===== src/rtl/sched_pkg.sv =====
package sched_pkg;
  localparam int PID_W = 4;
  localparam int VAL_W = 8;
  localparam logic [3:0] OPC_SCHED = 4'hF;

  typedef enum logic [3:0] {
    FN_OPEN     = 4'h0,
    FN_WAIT_ADD = 4'h1,
    FN_WAIT_DEL = 4'h2,
    FN_SET_ADDR = 4'h3,
    FN_SET_LEN  = 4'h4,
    FN_CLOSE    = 4'h8,
    FN_FINISH   = 4'hE,
    FN_GO       = 4'hF
  } fn_e;

  typedef enum logic [1:0] {ST_IDLE, ST_SETUP, ST_RUN} st_e;

  typedef struct packed {
    logic open;
    logic wait_add;
    logic wait_del;
    logic set_addr;
    logic set_len;
    logic close;
    logic finish;
    logic go;
  } cmd_t;
endpackage


===== src/rtl/sched_decode.sv =====
module sched_decode
  import sched_pkg::*;
(
  input  logic [15:0]      word,
  input  logic             fire,
  output cmd_t             cmd,
  output logic [PID_W-1:0] tgt,
  output logic [PID_W-1:0] src,
  output logic [VAL_W-1:0] val
);
  logic hit;
  assign hit = fire && (word[15:12] == OPC_SCHED);
  assign tgt = word[11:8];
  assign src = word[7:4];
  assign val = word[11:4];

  always_comb begin
    cmd = '0;
    if (hit) begin
      case (word[3:0])
        FN_OPEN:     cmd.open     = 1'b1;
        FN_WAIT_ADD: cmd.wait_add = 1'b1;
        FN_WAIT_DEL: cmd.wait_del = 1'b1;
        FN_SET_ADDR: cmd.set_addr = 1'b1;
        FN_SET_LEN:  cmd.set_len  = 1'b1;
        FN_CLOSE:    cmd.close    = 1'b1;
        FN_FINISH:   cmd.finish   = 1'b1;
        FN_GO:       cmd.go       = 1'b1;
        default:     cmd = '0;
      endcase
    end
  end
endmodule


===== src/rtl/sched_table.sv =====
module sched_table
  import sched_pkg::*;
#(
  parameter int N_PROC = 16
) (
  input  logic              clk,
  input  logic              rst_n,
  input  logic              do_open,
  input  logic              do_wait_add,
  input  logic              do_wait_del,
  input  logic              do_set_addr,
  input  logic              do_set_len,
  input  logic              do_close,
  input  logic              do_finish,
  input  logic              run,
  input  logic [PID_W-1:0]  tgt,
  input  logic [PID_W-1:0]  src,
  input  logic [VAL_W-1:0]  val,
  input  logic              take,
  input  logic [PID_W-1:0]  take_pid,
  output logic [N_PROC-1:0] ready_vec,
  output logic [VAL_W-1:0]  take_addr,
  output logic [VAL_W-1:0]  take_len
);
  logic [N_PROC-1:0] en_q;
  logic [N_PROC-1:0] wait_q [N_PROC];
  logic [VAL_W-1:0]  addr_q [N_PROC];
  logic [VAL_W-1:0]  len_q  [N_PROC];
  logic [PID_W-1:0]  cur_q;
  logic              cur_vld_q;

  always_ff @(posedge clk) begin
    if (!rst_n) begin
      en_q      <= '0;
      cur_q     <= '0;
      cur_vld_q <= 1'b0;
      for (int i = 0; i < N_PROC; i++) begin
        wait_q[i] <= '0;
        addr_q[i] <= '0;
        len_q[i]  <= '0;
      end
    end else begin
      if (do_open) begin
        en_q[tgt] <= 1'b1;
        cur_q     <= tgt;
        cur_vld_q <= 1'b1;
      end
      if (do_close) cur_vld_q <= 1'b0;
      if (do_set_addr && cur_vld_q) addr_q[cur_q] <= val;
      if (do_set_len && cur_vld_q) len_q[cur_q] <= val;
      if (do_wait_add) wait_q[tgt][src] <= 1'b1;
      if (do_wait_del) wait_q[tgt][src] <= 1'b0;
      if (do_finish) begin
        for (int i = 0; i < N_PROC; i++) wait_q[i][tgt] <= 1'b0;
      end
      if (take) en_q[take_pid] <= 1'b0;
    end
  end

  generate
    for (genvar g = 0; g < N_PROC; g++) begin : g_rdy
      assign ready_vec[g] = run && en_q[g] && (wait_q[g] == '0);
    end
  endgenerate

  assign take_addr = addr_q[take_pid];
  assign take_len  = len_q[take_pid];
endmodule


===== src/rtl/sched_pick.sv =====
module sched_pick
  import sched_pkg::*;
#(
  parameter int N_PROC = 16,
  parameter int N_CORE = 4,
  localparam int CORE_W = (N_CORE > 1) ? $clog2(N_CORE) : 1
) (
  input  logic              clk,
  input  logic              rst_n,
  input  logic [N_PROC-1:0] ready_vec,
  input  logic [N_CORE-1:0] core_done,
  output logic              take,
  output logic [PID_W-1:0]  take_pid,
  output logic [CORE_W-1:0] take_core
);
  logic [N_CORE-1:0] busy_q;
  logic              pid_hit, core_hit;

  always_comb begin
    pid_hit  = 1'b0;
    take_pid = '0;
    for (int i = N_PROC - 1; i >= 0; i--) begin
      if (ready_vec[i]) begin
        pid_hit  = 1'b1;
        take_pid = PID_W'(i);
      end
    end
  end

  always_comb begin
    core_hit  = 1'b0;
    take_core = '0;
    for (int c = N_CORE - 1; c >= 0; c--) begin
      if (!busy_q[c]) begin
        core_hit  = 1'b1;
        take_core = CORE_W'(c);
      end
    end
  end

  assign take = pid_hit && core_hit;

  always_ff @(posedge clk) begin
    if (!rst_n) busy_q <= '0;
    else busy_q <= (busy_q & ~core_done) | (take ? (N_CORE'(1) << take_core) : '0);
  end
endmodule


===== src/rtl/sched_issue.sv =====
module sched_issue
  import sched_pkg::*;
#(
  parameter int N_CORE = 4,
  localparam int CORE_W = (N_CORE > 1) ? $clog2(N_CORE) : 1
) (
  input  logic                    clk,
  input  logic                    rst_n,
  input  logic                    take,
  input  logic [CORE_W-1:0]       take_core,
  input  logic [VAL_W-1:0]        take_addr,
  input  logic [VAL_W-1:0]        take_len,
  output logic [N_CORE-1:0]       core_rst,
  output logic [N_CORE-1:0]       core_init,
  output logic [N_CORE*VAL_W-1:0] core_addr,
  output logic [N_CORE*VAL_W-1:0] core_len
);
  logic              s1_vld, s2_vld, s3_vld;
  logic [CORE_W-1:0] s1_core, s2_core, s3_core;
  logic [VAL_W-1:0]  s1_addr, s2_addr, s3_addr;
  logic [VAL_W-1:0]  s1_len, s2_len, s3_len;
  logic [VAL_W-1:0]  addr_q [N_CORE];
  logic [VAL_W-1:0]  len_q  [N_CORE];

  always_ff @(posedge clk) begin
    if (!rst_n) begin
      s1_vld <= 1'b0; s2_vld <= 1'b0; s3_vld <= 1'b0;
      s1_core <= '0; s2_core <= '0; s3_core <= '0;
      s1_addr <= '0; s2_addr <= '0; s3_addr <= '0;
      s1_len <= '0; s2_len <= '0; s3_len <= '0;
      core_rst  <= '0;
      core_init <= '0;
      for (int c = 0; c < N_CORE; c++) begin
        addr_q[c] <= '0;
        len_q[c]  <= '0;
      end
    end else begin
      s1_vld <= take; s1_core <= take_core; s1_addr <= take_addr; s1_len <= take_len;
      s2_vld <= s1_vld; s2_core <= s1_core; s2_addr <= s1_addr; s2_len <= s1_len;
      s3_vld <= s2_vld; s3_core <= s2_core; s3_addr <= s2_addr; s3_len <= s2_len;
      core_rst  <= s2_vld ? (N_CORE'(1) << s2_core) : '0;
      core_init <= s3_vld ? (N_CORE'(1) << s3_core) : '0;
      if (s3_vld) begin
        addr_q[s3_core] <= s3_addr;
        len_q[s3_core]  <= s3_len;
      end
    end
  end

  generate
    for (genvar g = 0; g < N_CORE; g++) begin : g_out
      assign core_addr[g*VAL_W +: VAL_W] = addr_q[g];
      assign core_len[g*VAL_W +: VAL_W]  = len_q[g];
    end
  endgenerate
endmodule


===== src/rtl/dep_sched.sv =====
module dep_sched
  import sched_pkg::*;
#(
  parameter int N_PROC = 16,
  parameter int N_CORE = 4
) (
  input  logic                    clk,
  input  logic                    rst_n,
  input  logic                    init_go,
  input  logic                    instr_valid,
  output logic                    instr_ready,
  input  logic [15:0]             instr_data,
  input  logic [N_CORE-1:0]       core_done,
  output logic [N_CORE-1:0]       core_rst,
  output logic [N_CORE-1:0]       core_init,
  output logic [N_CORE*VAL_W-1:0] core_addr,
  output logic [N_CORE*VAL_W-1:0] core_len
);
  localparam int CORE_W = (N_CORE > 1) ? $clog2(N_CORE) : 1;

  st_e               st_q;
  logic              fire, in_setup, in_run;
  cmd_t              cmd;
  logic [PID_W-1:0]  tgt, src, take_pid;
  logic [VAL_W-1:0]  val, take_addr, take_len;
  logic [N_PROC-1:0] ready_vec;
  logic              take;
  logic [CORE_W-1:0] take_core;

  assign instr_ready = (st_q != ST_IDLE);
  assign fire        = instr_valid && instr_ready;
  assign in_setup    = (st_q == ST_SETUP);
  assign in_run      = (st_q == ST_RUN);

  always_ff @(posedge clk) begin
    if (!rst_n) st_q <= ST_IDLE;
    else begin
      case (st_q)
        ST_IDLE:  if (init_go) st_q <= ST_SETUP;
        ST_SETUP: if (cmd.go) st_q <= ST_RUN;
        default:  st_q <= ST_RUN;
      endcase
    end
  end

  sched_decode u_dec (
    .word(instr_data), .fire(fire), .cmd(cmd), .tgt(tgt), .src(src), .val(val)
  );

  sched_table #(.N_PROC(N_PROC)) u_tab (
    .clk(clk), .rst_n(rst_n),
    .do_open(cmd.open && in_setup),
    .do_wait_add(cmd.wait_add && in_setup),
    .do_wait_del(cmd.wait_del && in_setup),
    .do_set_addr(cmd.set_addr && in_setup),
    .do_set_len(cmd.set_len && in_setup),
    .do_close(cmd.close && in_setup),
    .do_finish(cmd.finish && in_run),
    .run(in_run), .tgt(tgt), .src(src), .val(val),
    .take(take), .take_pid(take_pid),
    .ready_vec(ready_vec), .take_addr(take_addr), .take_len(take_len)
  );

  sched_pick #(.N_PROC(N_PROC), .N_CORE(N_CORE)) u_pick (
    .clk(clk), .rst_n(rst_n), .ready_vec(ready_vec), .core_done(core_done),
    .take(take), .take_pid(take_pid), .take_core(take_core)
  );

  sched_issue #(.N_CORE(N_CORE)) u_issue (
    .clk(clk), .rst_n(rst_n), .take(take), .take_core(take_core),
    .take_addr(take_addr), .take_len(take_len),
    .core_rst(core_rst), .core_init(core_init),
    .core_addr(core_addr), .core_len(core_len)
  );
endmodule


===== config.mk =====
export PLATFORM = sky130hd
export DESIGN_NAME = dep_sched
export DESIGN_NICKNAME = d
export VERILOG_FILES = /design/src/rtl/sched_pkg.sv /design/src/rtl/sched_decode.sv /design/src/rtl/sched_table.sv /design/src/rtl/sched_pick.sv /design/src/rtl/sched_issue.sv /design/src/rtl/dep_sched.sv
export SDC_FILE = /design/constraint.sdc
export NUM_CORES = 1
export LEC_CHECK = 0
export BUFFER_PORTS_ARGS = -buffer_cell sky130_fd_sc_hd__buf_2
export CORE_MARGIN = 4
export CORE_UTILIZATION = 67
export DETAILED_ROUTE_END_ITERATION = 8
export GPL_TIMING_DRIVEN = 0
export PLACE_DENSITY = 0.87
export SETUP_SLACK_MARGIN = 0.4
export SLEW_MARGIN = 25
export SYNTH_ARGS = -nofsm -noshare
export SYNTH_HDL_FRONTEND = slang
export SYNTH_SLANG_ARGS = --single-unit

===== constraint.sdc =====
create_clock -name clk -period 6.4 [get_ports clk]
set_input_delay 0.32 -clock clk [delete_from_list [all_inputs] [get_ports clk]]
set_output_delay 0.32 -clock clk [all_outputs]
set_load 0.01 [all_outputs]

==> results_dict.tcl <==
set metrics [dict create \
    clock_sinks 668 \
    setup_slack_ns 1.53 \
    hold_violations 0 \
    synth_edf_count 576 \
    worst_pin_slew_ns 1.14 \
    regToRegSetupSlack_ns 1.53 \
    clk_latency_ns 0.62 \
    critPathMaxStageDelay_ns 0.91 \
    io_buffers 95 \
    root_buffer "clkbuf_16" \
    r2r_start "u_tab.wait_q[9][11]$_SDFFCE_PN0P_" \
    synth-compound-area-share_pct 9.73 \
    row_count 77 \
    slew_headroom_pct 23.4 \
    grt_max_degree 17 \
    gp_congestion 1.03 \
    yosys_warnings 0 \
    ios 97 \
    grt_usage_pct 38.6 \
    yosysSeqAreaShare_pct 63.2 \
    endpoint_kind "flip-flop" \
    cp_num_cells 10 \
    grt-ovfl-total 0 \
    ys_seq_elements 668 \
    mostFrequentLayoutCells "edfxtp_1 (576), nor2_1 (349), and2_1 (348)" \
    clock_skew_ns 0.0156 \
    htreeDepth 3 \
    ys.flop_type "edfxtp_1" \
    async_flop_share_pct 0 \
    status "complete, no violations" \
    crit_path_top_delay_cell "a211oi_2" \
    synth_fp_nets 2729 \
    synthXorXnorAreaFrac_pct 0.0289 \
    critPathArrivalTime_ns 5.33 \
    synthTopCellsByArea "edfxtp_1 (57%), and2_1 (7.2%), dfxtp_1 (6.1%)" \
    synthMuxAreaShare_pct 0.868 \
    num-nets-final 2896 \
    routed_via_density 7.00 \
    drt-pass1-iter-count 7 \
    r2r_cells 10 \
    synthSimpleGateAreaFrac_pct 22.7 \
    crit_required_ns 6.86 \
    grt_antenna_before_repair 1 \
    synth_cell_types 55 \
    cts_buffers 66 \
    slew_violations 0 \
    cts_resized 0 \
    power-per-cell-area_nw_per_um2 275 \
    leakagePower_nw 11.8 \
    path_cells "nor4_1 -> nand4_1 -> a211oi_2 -> a211o_1 -> buf_6 -> buf_4 -> clkbuf_1 -> a21oi_1 -> nor2_1 -> a21oi_1" \
    crit_fanout 10 \
    synthAdderAreaFrac_pct 0 \
    synthToLayoutAreaGrowth_pct 11.7 \
    synth_top_family_by_area "simple AND/OR/NAND/NOR gates" \
    clk_pin_slew_ns 0.06 \
    grt_pass1_vias 23341 \
    critPathLaunch "u_tab.wait_q[9][11]$_SDFFCE_PN0P_" \
    fp.dieH_um 221 \
    start_util_pct 68.1 \
    grt_pass1_wl_mm 139 \
    pre_cts_ws_ns 1.88 \
    setup_viol 0 \
    critPathKind "flip-flop to flip-flop" \
    rsz0062_at_grt "no" \
    die_w_um 221 \
    cp_num_buf_inv 3 \
    drc 0 \
    drv_cap 0 \
    avgSynthCellArea_sq_um 11.2 \
    dr_total_vias 24634 \
    synth.top_cell.area_share_pct 57.2 \
    cp_top_family "compound AO/OA/AOI/OAI gates" \
    ir_worst_vdd_mv 0.261 \
    wirelength_mm 94.3 \
    final_common_cell "edfxtp_1" \
    syn_inst 2705 \
    min_from "init_go" \
    min_path_type "primary input to flip-flop" \
    clockBufferDepth 3 \
    postCtsSetupRepairBufs 0 \
    dp_hpwl_mm 68.7 \
    critPathMostFrequentCell "a21oi_1" \
    drt-wirelength-per-cell_um 26.8 \
    drt_iter0_drc 5045 \
    timing.setup.tns_ns 0 \
    yosys.area.top_type "edfxtp_1" \
    cts_tree "done" \
    fin_crit_sh_pct 76.2 \
    netlist_area_sq_um 30300 \
    post-route-min-period_ns 4.87 \
    core-area_sq_um 44400 \
    dieArea_sq_um 48600 \
    max_freq_ghz 0.205 \
    min_path_cells 3 \
    worst_setup_path_start_kind "flip-flop" \
    final_antenna_net_count 0 \
    drive_gt1_share_pct 9.23 \
]
## worst paths after layout
check                                       to
setup reg to reg      u_tab.en_q[4]$_SDFF_PN0_
setup / recovery      u_tab.en_q[4]$_SDFF_PN0_
hold reg to reg   u_issue.s3_len[6]$_SDFF_PN0_
hold / removal            st_q[0]$_SDFFE_PN0P_
## worst register-to-register path, delay by kind of cell (launching register included)
kind,cells,cell delay [ns]
AOI/OAI and AO/OA,4,1.77
buffers and inverters,3,0.91
and+or+nand+nor,3,1.64
DFF,1,0.40
## cells by family after synthesis
group / after synthesis
AOI/OAI and AO/OA: 476
xor gates and xnor gates: 1
buffers and inverters: 250
DFF: 668
muxes: 26
and+or+nand+nor: 1284
## repair_timing
action,4_1_cts,5_1_grt
setup endpoints to repair,0,0
hold buffers,4,0
hold endpoints to repair,4,0
## metrics by stage
stage	area (sq um)	total power, mW	cells	hold slack (ns)	util [%]
after detailed placement	31500	5.31	3392	0.419	70.9
after global placement	31500	5.29	3392	0.414	70.9
after floorplan	30300	5.15	2705	0.412	-
after global routing	33800	9.47	3517	0.0803	76.1
final	33800	9.28	3519	0.0396	76.1
after CTS	33800	9.22	3517	0.0285	76.1
## state kept, by name (all words and copies together) (netlist names), 2 cells and up
register           flops
u_tab.addr_q         128
u_pick.busy_q          4
u_issue.s2_addr        8
u_issue.s2_core        2
u_issue.s1_core        2
u_tab.cur_q            4
u_issue.s3_len         8
u_tab.wait_q         256
u_issue.s1_addr        8
u_issue.addr_q        32
u_tab.len_q          128
u_issue.len_q         32
u_issue.s3_core        2
u_tab.en_q            16
u_issue.s2_len         8
u_issue.core_init      4
st_q                   2
u_issue.core_rst       4
u_issue.s3_addr        8
u_issue.s1_len         8
## per-layer routing
| layer | wire [um] | track usage, % |
|---|---|---|
| met5 | 0 | 0 |
| met4 | 5080 | 17.5 |
| met3 | 16100 | 11.6 |
| met2 | 41900 | 59.1 |
| met1 | 31300 | 51.5 |
## synthesized netlist by cell type (17+ instances only)
master / number
nand2b_1: 24
a22o_1: 32
and2_1: 348
nor3_1: 41
nand2_1: 67
mux2i_1: 24
buf_2: 24
a21oi_1: 28
nor3b_1: 22
clkbuf_1: 200
nand4_1: 41
nor2_1: 349
a211oi_2: 17
nand3_1: 222
nor4_1: 29
o21ai_0: 297
or4_1: 32
edfxtp_1: 576
a211oi_1: 19
dfxtp_1: 92
and3_1: 55
a2111oi_0: 32
## power by group
part / total, mW / internal (mW) / switching, mW
logic: 0.346 / 0.0790 / 0.267
clock network: 4.04 / 2.34 / 1.69
registers: 4.90 / 4.85 / 0.0498
total: 9.28 / 7.27 / 2.01
## layout make-up
class                      count  area, sq um
sequential                   668        19100
fill                        2768        10600
multi-input combinational   1787        10100
clock buffer                  93         1950
buffer                       248         1030
tap                          592          741
timing repair buffer          99          515
clock inverter                28          302
inverter                       2         7.51
antenna                        2         5.00
Power figures use the tool's default switching activity.
